File: src/rtl/spim_pkg.sv
package spim_pkg;

  // Strobes issued by the control sequencer to the shift datapath.
  typedef struct packed {
    logic load;     // new word accepted this cycle
    logic capture;  // sample miso on this serial edge
    logic advance;  // present next mosi bit on this serial edge
    logic finish;   // frame ends, publish received word
  } spimStrobe_t;

endpackage

File: src/rtl/spim_control.sv
module spim_control
  import spim_pkg::*;
#(
  parameter int DIV_W = 8,
  parameter int LEN_W = 5
) (
  input  logic             clk,
  input  logic             rstN,
  input  logic             enable,
  input  logic             txValid,
  output logic             txReady,
  input  logic [LEN_W-1:0] lenM1,
  input  logic [DIV_W-1:0] clkDiv,
  input  logic             capSel,
  input  logic             idleLvl,
  input  logic             dlySel,
  input  logic             startSel,
  output logic             sclk,
  output logic             active,
  output logic             rxValid,
  output spimStrobe_t      strobe
);

  localparam int CNT_W  = DIV_W + 2;
  localparam int EDGE_W = LEN_W + 2;
  localparam logic [DIV_W-1:0] MIN_DIV = DIV_W'(4);

  typedef enum logic [1:0] {S_IDLE, S_LEAD, S_SHIFT} spimState_t;

  spimState_t        state;
  logic [CNT_W-1:0]  timer;
  logic [CNT_W-1:0]  halfR;
  logic [EDGE_W-1:0] edgeCnt;
  logic [EDGE_W-1:0] edgeTotal;
  logic              capR;
  logic              seenCap;
  logic              sclkR;
  logic              rxValidR;

  logic [DIV_W-1:0]  evenDiv;
  logic [CNT_W-1:0]  halfIn;
  logic [CNT_W-1:0]  leadIn;
  logic              tick;
  logic              newLvl;
  logic              edgeIsCap;
  logic              lastDone;
  logic              doEdge;
  logic              accept;

  // Divider rounding and lead length, evaluated at acceptance.
  always_comb begin
    evenDiv = clkDiv & ~DIV_W'(1);
    if (evenDiv < MIN_DIV) evenDiv = MIN_DIV;
    halfIn = CNT_W'(evenDiv >> 1);
    leadIn = halfIn;
    if (dlySel) begin
      if (startSel) leadIn = halfIn + halfIn;
      else          leadIn = halfIn + halfIn + halfIn;
    end
  end

  assign accept    = enable && txValid && (state == S_IDLE);
  assign tick      = (timer == '0);
  assign newLvl    = ~sclkR;
  assign edgeIsCap = newLvl ^ capR;
  assign lastDone  = (edgeCnt == edgeTotal);
  assign doEdge    = enable && tick &&
                     ((state == S_LEAD) || ((state == S_SHIFT) && !lastDone));

  always_comb begin
    strobe.load    = accept;
    strobe.capture = doEdge && edgeIsCap;
    strobe.advance = doEdge && !edgeIsCap && seenCap;
    strobe.finish  = enable && tick && (state == S_SHIFT) && lastDone;
  end

  always_ff @(posedge clk or negedge rstN) begin
    if (!rstN) begin
      state     <= S_IDLE;
      timer     <= '0;
      halfR     <= '0;
      edgeCnt   <= '0;
      edgeTotal <= '0;
      capR      <= 1'b0;
      seenCap   <= 1'b0;
      sclkR     <= 1'b0;
      rxValidR  <= 1'b0;
    end else begin
      rxValidR <= 1'b0;
      if (!enable) begin
        state <= S_IDLE;
        sclkR <= idleLvl;
      end else begin
        unique case (state)
          S_IDLE: begin
            sclkR <= idleLvl;
            if (txValid) begin
              state     <= S_LEAD;
              timer     <= leadIn - CNT_W'(1);
              halfR     <= halfIn;
              edgeCnt   <= '0;
              edgeTotal <= EDGE_W'((EDGE_W'(lenM1) + EDGE_W'(1)) << 1);
              capR      <= capSel;
              seenCap   <= 1'b0;
            end
          end
          S_LEAD, S_SHIFT: begin
            if (!tick) begin
              timer <= timer - CNT_W'(1);
            end else if ((state == S_SHIFT) && lastDone) begin
              state    <= S_IDLE;
              rxValidR <= 1'b1;
            end else begin
              state   <= S_SHIFT;
              sclkR   <= newLvl;
              edgeCnt <= edgeCnt + EDGE_W'(1);
              timer   <= halfR - CNT_W'(1);
              if (edgeIsCap) seenCap <= 1'b1;
            end
          end
          default: state <= S_IDLE;
        endcase
      end
    end
  end

  assign txReady = enable && (state == S_IDLE);
  assign active  = (state != S_IDLE);
  assign sclk    = sclkR;
  assign rxValid = rxValidR;

endmodule

File: src/rtl/spim_datapath.sv
module spim_datapath
  import spim_pkg::*;
#(
  parameter int DATA_W = 32,
  parameter int LEN_W  = 5
) (
  input  logic              clk,
  input  logic              rstN,
  input  spimStrobe_t       strobe,
  input  logic [DATA_W-1:0] txData,
  input  logic [LEN_W-1:0]  lenM1,
  input  logic [1:0]        orderSel,
  input  logic              miso,
  output logic              mosi,
  output logic [DATA_W-1:0] rxData
);

  logic [DATA_W-1:0] txShift;
  logic [DATA_W-1:0] rxAcc;
  logic [DATA_W-1:0] rxOut;
  logic [LEN_W-1:0]  lenR;
  logic [LEN_W-1:0]  rxIdx;
  logic              lsbR;
  logic              lsbIn;
  logic [DATA_W-1:0] maskTx;
  logic [DATA_W-1:0] revTx;
  logic [LEN_W-1:0]  rxPos;

  assign lsbIn = (orderSel == 2'd1);

  // Masked and length-reversed images of the offered word; bit 0 leaves first.
  always_comb begin
    maskTx = '0;
    revTx  = '0;
    for (int i = 0; i < DATA_W; i++) begin
      if (LEN_W'(i) <= lenM1) begin
        maskTx[i] = txData[i];
        revTx[i]  = txData[lenM1 - LEN_W'(i)];
      end
    end
  end

  assign rxPos = lsbR ? rxIdx : (lenR - rxIdx);

  always_ff @(posedge clk or negedge rstN) begin
    if (!rstN) begin
      txShift <= '0;
      rxAcc   <= '0;
      rxOut   <= '0;
      lenR    <= '0;
      rxIdx   <= '0;
      lsbR    <= 1'b0;
    end else begin
      if (strobe.load) begin
        txShift <= lsbIn ? maskTx : revTx;
        rxAcc   <= '0;
        rxIdx   <= '0;
        lenR    <= lenM1;
        lsbR    <= lsbIn;
      end else begin
        if (strobe.advance) txShift <= txShift >> 1;
        if (strobe.capture) begin
          rxAcc[rxPos] <= miso;
          rxIdx        <= rxIdx + LEN_W'(1);
        end
        if (strobe.finish) rxOut <= rxAcc;
      end
    end
  end

  assign mosi   = txShift[0];
  assign rxData = rxOut;

endmodule

File: src/rtl/spi_shift_master.sv
module spi_shift_master
  import spim_pkg::*;
#(
  parameter int DATA_W = 32,
  parameter int DIV_W  = 8
) (
  input  logic                      clk,
  input  logic                      rstN,
  input  logic                      enable,
  input  logic [DATA_W-1:0]         txData,
  input  logic                      txValid,
  output logic                      txReady,
  input  logic [$clog2(DATA_W)-1:0] wordLenM1,
  input  logic [1:0]                bitOrder,
  input  logic [DIV_W-1:0]          clkDiv,
  input  logic                      capEdge,
  input  logic                      idleLevel,
  input  logic                      leadDelay,
  input  logic                      frameStart,
  input  logic                      framePol,
  output logic                      sclk,
  output logic                      frameOut,
  output logic                      mosi,
  input  logic                      miso,
  output logic [DATA_W-1:0]         rxData,
  output logic                      rxValid,
  output logic                      busy
);

  localparam int LEN_W = $clog2(DATA_W);

  spimStrobe_t strobe;
  logic        active;

  spim_control #(.DIV_W(DIV_W), .LEN_W(LEN_W)) u_ctl (
    .clk      (clk),
    .rstN     (rstN),
    .enable   (enable),
    .txValid  (txValid),
    .txReady  (txReady),
    .lenM1    (wordLenM1),
    .clkDiv   (clkDiv),
    .capSel   (capEdge),
    .idleLvl  (idleLevel),
    .dlySel   (leadDelay),
    .startSel (frameStart),
    .sclk     (sclk),
    .active   (active),
    .rxValid  (rxValid),
    .strobe   (strobe)
  );

  spim_datapath #(.DATA_W(DATA_W), .LEN_W(LEN_W)) u_dp (
    .clk      (clk),
    .rstN     (rstN),
    .strobe   (strobe),
    .txData   (txData),
    .lenM1    (wordLenM1),
    .orderSel (bitOrder),
    .miso     (miso),
    .mosi     (mosi),
    .rxData   (rxData)
  );

  assign frameOut = active ? framePol : ~framePol;
  assign busy     = active;

endmodule

File: config.mk
export PLATFORM = sky130hd
export DESIGN_NAME = spi_shift_master
export DESIGN_NICKNAME = d
export VERILOG_FILES = /design/src/rtl/spim_pkg.sv /design/src/rtl/spim_control.sv /design/src/rtl/spim_datapath.sv /design/src/rtl/spi_shift_master.sv
export SDC_FILE = /design/constraint.sdc
export NUM_CORES = 1
export LEC_CHECK = 0
export BUFFER_PORTS_ARGS = -buffer_cell sky130_fd_sc_hd__buf_4
export CELL_PAD_IN_SITES_DETAIL_PLACEMENT = 0
export CELL_PAD_IN_SITES_GLOBAL_PLACEMENT = 2
export CORE_MARGIN = 4
export CORE_UTILIZATION = 30
export DETAILED_ROUTE_END_ITERATION = 8
export GPL_TIMING_DRIVEN = 0
export HOLD_SLACK_MARGIN = 0.03
export PLACE_DENSITY_LB_ADDON = 0.25
export SLEW_MARGIN = 20
export SYNTH_ARGS = -nofsm -noshare
export SYNTH_HDL_FRONTEND = slang
export SYNTH_SLANG_ARGS = --single-unit
File: constraint.sdc
create_clock -name clk -period 3.6 [get_ports clk]
set_clock_uncertainty 0.1 [all_clocks]
set_input_delay 0.72 -clock clk [delete_from_list [all_inputs] [get_ports clk]]
set_output_delay 0.72 -clock clk [all_outputs]
set_load 0.005 [all_outputs]
-- Yosys cells after proc, flatten, opt, wreduce, memory -nomap -nowiden
Cells that the tools add are included.
- add/sub/neg operators: 40
- $lt $le $gt $ge: 67
- eq/ne operators: 13
- muxes and demuxes: 169
- bitwise logic cells: 4
- reductions and logical operators: 30
- operators by type and width (operator ; number):
    $lt 5x6->1 const B ; 33
    $bmux 1 s5 ; 32
    $mux 32 ; 5
    $mux 1 ; 109
    $le 5x5->1 const A ; 16
    $sub 5x5->5 const B ; 16
    $mux 10 ; 5
    $le 4x5->1 const A ; 8
    $sub 5x4->5 const B ; 8
    $bwmux 32 ; 1
    $mux 7 ; 3
    $le 3x5->1 const A ; 4
    $pmux 10 s2 ; 1
    $sub 10x1->10 const B ; 2
    $sub 5x3->5 const B ; 4
    $mux 5 ; 3
    $pmux 7 s2 ; 1
    $logic_and 1x1->1 ; 13
    $add 10x7->10 ; 1
    $le 1x5->1 const A ; 2
    $le 2x5->1 const A ; 2
    $logic_not 10->1 ; 1
    $sub 5x2->5 const B ; 2
    $ne 3x3->1 const B ; 3
    33 further kinds ; 48
- register bits after elaboration: 143
- input bits: 57
- output and inout port bits: 38
- word-level logic and storage cells: 338

-- Depth between registers and ports, before layout
- depth after elaboration: 9
- mapped depth: 16
- mapped depth without buffers: 15

-- Hierarchy
From an unflattened synthesis, not the netlist that was laid out.
- cell total of the unflattened synthesis: 1259
- area total of the unflattened synthesis: 11908.9 um^2
- by module, submodules not included (module ; times used ; cells each ; area an instance (um^2) ; sequential area each (um^2)):
    spim_datapath ; 1 ; 895 ; 8889.8 ; 2677.6
    spim_control ; 1 ; 363 ; 3010.4 ; 900.9
    spi_shift_master ; 1 ; 1 ; 8.8 ; 0.0

-- Least setup slack after synthesis
No wires, ideal clock.
- path kind: input to register
- start point: in clkDiv[6]
- end point: reg u_ctl.timer[6]
- setup time: 126 ps
- data arrival time: 3953 ps
- data required time: 3374 ps
- setup slack: -579 ps
- cell stages on the path: 15
- buffers on the path: 1
- cell sequence: clkbuf_1 inv_1 ha_1 or4b_4 o21ai_1 inv_1 ha_1 ha_1 a211oi_1 o21bai_1 or3_1 a21oi_1 and4bb_1 xnor2_1 a221o_1
- longest elaborated chain between the ends: 9
- RTL lines (what ; RTL line ; text):
    start: declaration ; spi_shift_master.sv:15 ; input logic [DIV_W-1:0] clkDiv,
    $lt 8x3->1 (*) ; spim_control.sv:53 ; if (evenDiv < MIN_DIV) evenDiv = MIN_DIV;
    $mux 8 (*) ; spim_control.sv:53 ;
    named net u_ctl.evenDiv[1] ; spim_control.sv:40 ; logic [DIV_W-1:0] evenDiv;
    $add 7x7->8 ; spim_control.sv:57, spim_control.sv:58 ;
    $add 10x7->10 ; spim_control.sv:58 ; else leadIn = halfIn + halfIn + halfIn;
    $mux 10 ; spim_control.sv:57 ; if (startSel) leadIn = halfIn + halfIn;
    $mux 10 (*) ; spim_control.sv:56 ; if (dlySel) begin
    $sub 10x1->10 (*) ; spim_control.sv:99 ; timer <= leadIn - CNT_W'(1);
    $mux 10 (*) ; spim_control.sv:97 ; if (txValid) begin
    $pmux 10 s2 (*) ; spim_control.sv:94 ; unique case (state)
    end signal: assignment ; spim_control.sv:99 ;
    end signal: assignment ; spim_control.sv:109 ; timer <= timer - CNT_W'(1);
    end signal: assignment ; spim_control.sv:117 ; timer <= halfR - CNT_W'(1);
    end: declaration ; spim_control.sv:31 ; logic [CNT_W-1:0] timer;
The timed path passes the listed nets; every way through them passes the cells marked *. The select of a mux whose other input is x is not followed.
A chain may end at the register's enable or synchronous reset.

-- Final worst setup path
Same ends and word-level chain as after synthesis.

==> results.toml <==
[placed_design]
dp_hpwl_um = 28400
place.gp.congestion = 0.932
numPortBuffers = 92
place_inst = 1654
dpl_cell_area_um2 = 12200

[cts]
clkTransAtPathRegs_ps = 60
hold_buffers = 0
htree_levels = 4
cts_tree = "yes"
clk_latency_ps = 420
cts_buffers = 17
clockBufferDepth = 2
cts.sinks = 143
cts-root-buf = "clkbuf_16"

[floorplanning]
coreArea_um2 = 35600
io_pins = 95
initial_core_util = 0.305
die_h_um = 198
rows = 69
die_x_um = 198
dieArea_um2 = 39200

[sta]
finalMaxSlewViolations = 0
final-hold-violation-count = 0
tightestPinTransition_ps = 758
rsz0062_at_grt = "yes"
setup_viol = 0
fin_crit_ps = 3510
fmax_mhz = 285
slew_headroom = 0.493
setup-tns-final_ps = 0
period_share = 0.976

[power]
power_density_nw_per_um2 = 544
leakage_uw = 0.00545
vdd_drop_max_mv = 0.347

[routing]
vias = 9404
drc = 0
vias_per_cell = 5.55
wire_per_inst_um = 21.9
antenna_left = 0
first_pass_iters = 5
finalWirelength_um = 37100
drt_iter0_drc = 746

[synth]
synth_ff_type = "dfrtp_1"
syn_nets = 1198
yosysTopAreaCellShare = 0.330
synth_area_leaders = "dfrtp_1 (33%), mux4_2 (12%), mux2i_1 (6.6%)"
synth_edf_count = 0
ys_async_sr_fraction = 1.00
synth_cell_type_count = 82
synth_cells = 1100
synth_top_cell_by_area = "dfrtp_1"
seq_area_frac_synth = 0.330
syn-cell-area_um2 = 10800
yosys_warnings = 0
ys_ff_latch = 143
avgSynthCellArea_um2 = 9.85

[grt]
grt_pass1_wl_um = 58000
track_usage = 0.190
grt_max_degree = 77
grt_antenna_before_repair = 0
overflow = 0
grt_pass1_vias = 9314

[worst_hold_path]
hp-class = "input port to async pin"

[run_status]
status = "completed"

[final_layout]
syn_to_final_growth_pct = 20.0
final_cells = 1694
final_net_count = 1318
stdcell_area_um2 = 13000
diodes = 0
fin_util = 0.366
drive_gt1_frac = 0.207

[setup_path]
setup.worst_path.end_class = "flip-flop"
critPathMaxFanout = 9
arrival_ps = 3720
cp.required_ps = 3810
worst_path_max_delay_cell = "or4b_4"
crit_family = "simple AND/OR/NAND/NOR gates"
slowest_delay_ps = 510
path_buf_inv = 3
start_kind = "input port"
cpMostUsedCell = "ha_4"
crit_type = "input port to flip-flop"
crit_chain = "buf_12 > clkinv_8 > ha_4 > or4b_4 > o21ai_4 > inv_2 > ha_4 > ha_4 > a211oi_2 > o21bai_2 > or3_1 > a21oi_2 > and4bb_2 > xnor2_2 > a221o_1"

[flow_run]
max-cap-violations = 0
-- layout make-up --
cell class | count | area, um2
multi-input cells | 845 | 6930
flip-flops and latches | 143 | 3580
plain buffers | 74 | 325
clock inverters | 12 | 183
repair buffers | 103 | 817
inverters | 36 | 153
fillers | 3589 | 22600
well taps | 461 | 577
clock buffers | 20 | 437
-- placed cells by master (no fill, tap or decap), types with 5 or more instances in the layout --
cell,instances
mux4_2,56
mux2_2,9
buf_4,100
nand2b_1,13
xnor2_1,29
xor2_1,19
nand2_1,89
buf_2,14
nor2_1,54
mux2i_1,70
o32ai_1,5
o31ai_1,27
o21a_1,15
o211ai_1,26
o21ai_1,26
o2111ai_1,6
mux2_1,30
nor2b_1,13
dfrtp_1,143
clkbuf_1,55
a211oi_1,10
ha_1,37
and3_1,6
a31oi_1,9
o21ai_0,68
a221o_1,9
nor3_1,23
a21oi_1,63
clkbuf_16,17
nand3_1,21
nor4_1,5
nand4_1,12
a211o_1,6
inv_1,28
-- Yosys cell counts, types with 9 or more instances --
library cell,n
inv_1,32
a221o_1,9
nor2_1,55
o21a_1,15
nor2b_1,13
mux2_2,9
nand4_1,12
a211oi_1,13
o31ai_1,28
a21oi_1,65
dfrtp_1,143
mux4_2,56
xor2_1,19
mux2i_1,71
o21ai_1,27
xnor2_1,31
nand2_1,89
nand3_1,21
clkbuf_1,54
a31oi_1,10
o211ai_1,26
nor3_1,23
nand2b_1,14
mux2_1,30
o21ai_0,68
ha_1,40
buf_2,16
-- final timing paths --
path | slack, ps | start | endpoint | cells after the start
worst max-delay path | 90 | clkDiv[6] | u_ctl.timer[6] | 15
worst min-delay path | 160 | rstN | u_ctl.rxValid | 1
worst max register to register | 360 | u_dp.rxIdx[0] | u_dp.rxAcc[12] | 10
worst min register to register | 390 | u_dp.rxAcc[26] | u_dp.rxData[26] | 1
max in group asynchronous | 2430 | rstN | u_dp.rxData[7] | 2
min in group clk | 390 | u_dp.rxAcc[26] | u_dp.rxData[26] | 1
-- kinds of logic after synthesis --
kind of cell,after synthesis,synth area share
flops,143,0.330
fa+ha+maj,41,0.0480
simple gates,276,0.130
buf+inv,112,0.0417
compound gates,311,0.186
xor+xnor,51,0.0419
mux,166,0.223
-- flip-flops by register name, indices dropped and copies added (netlist names), 5 cells and up --
register and count:
u_dp.rxIdx 5, u_ctl.halfR 7, u_ctl.edgeTotal 6, u_dp.rxData 32, u_dp.rxAcc 32, u_dp.txShift 32
u_ctl.edgeCnt 7, u_ctl.timer 10, u_dp.lenR 5
-- timing repair --
| action | CTS | global route |
|---|---|---|
| setup endpoints to repair | 20 | 13 |
| buffers inserted | 5 | 5 |
| pin swaps | 3 | 10 |
| gates resized for setup | 8 | 17 |
-- per-layer routing --
layer	GRT usage	share of wire	up-vias
met1	0.274	0.47	4651
met4	0.0451	0.019	0
met2	0.301	0.46	316
met3	0.0299	0.056	36
met5	0	0	-
li1	-	-	4401
-- power breakdown --
group / leakage (uW) / total (uW) / switching (uW) / internal, uW
Sequential: 0.00189 / 2250 / 296 / 1960
Clock: 0.000292 / 1890 / 719 / 1170
Combinational: 0.00327 / 2930 / 1780 / 1150
-- per-stage QoR --
step / setup slack [ps] / power, uW / hold slack [ps]
final: 87.3 / 7070 / 165
after global routing: -2.50 / 7580 / 193
after CTS: 4.79 / 7100 / 170
after detailed placement: -1060 / 5160 / 380
after global placement: -1090 / 5140 / 371
after floorplan: -186 / 4220 / 324
(Power assumes the default switching activity.)
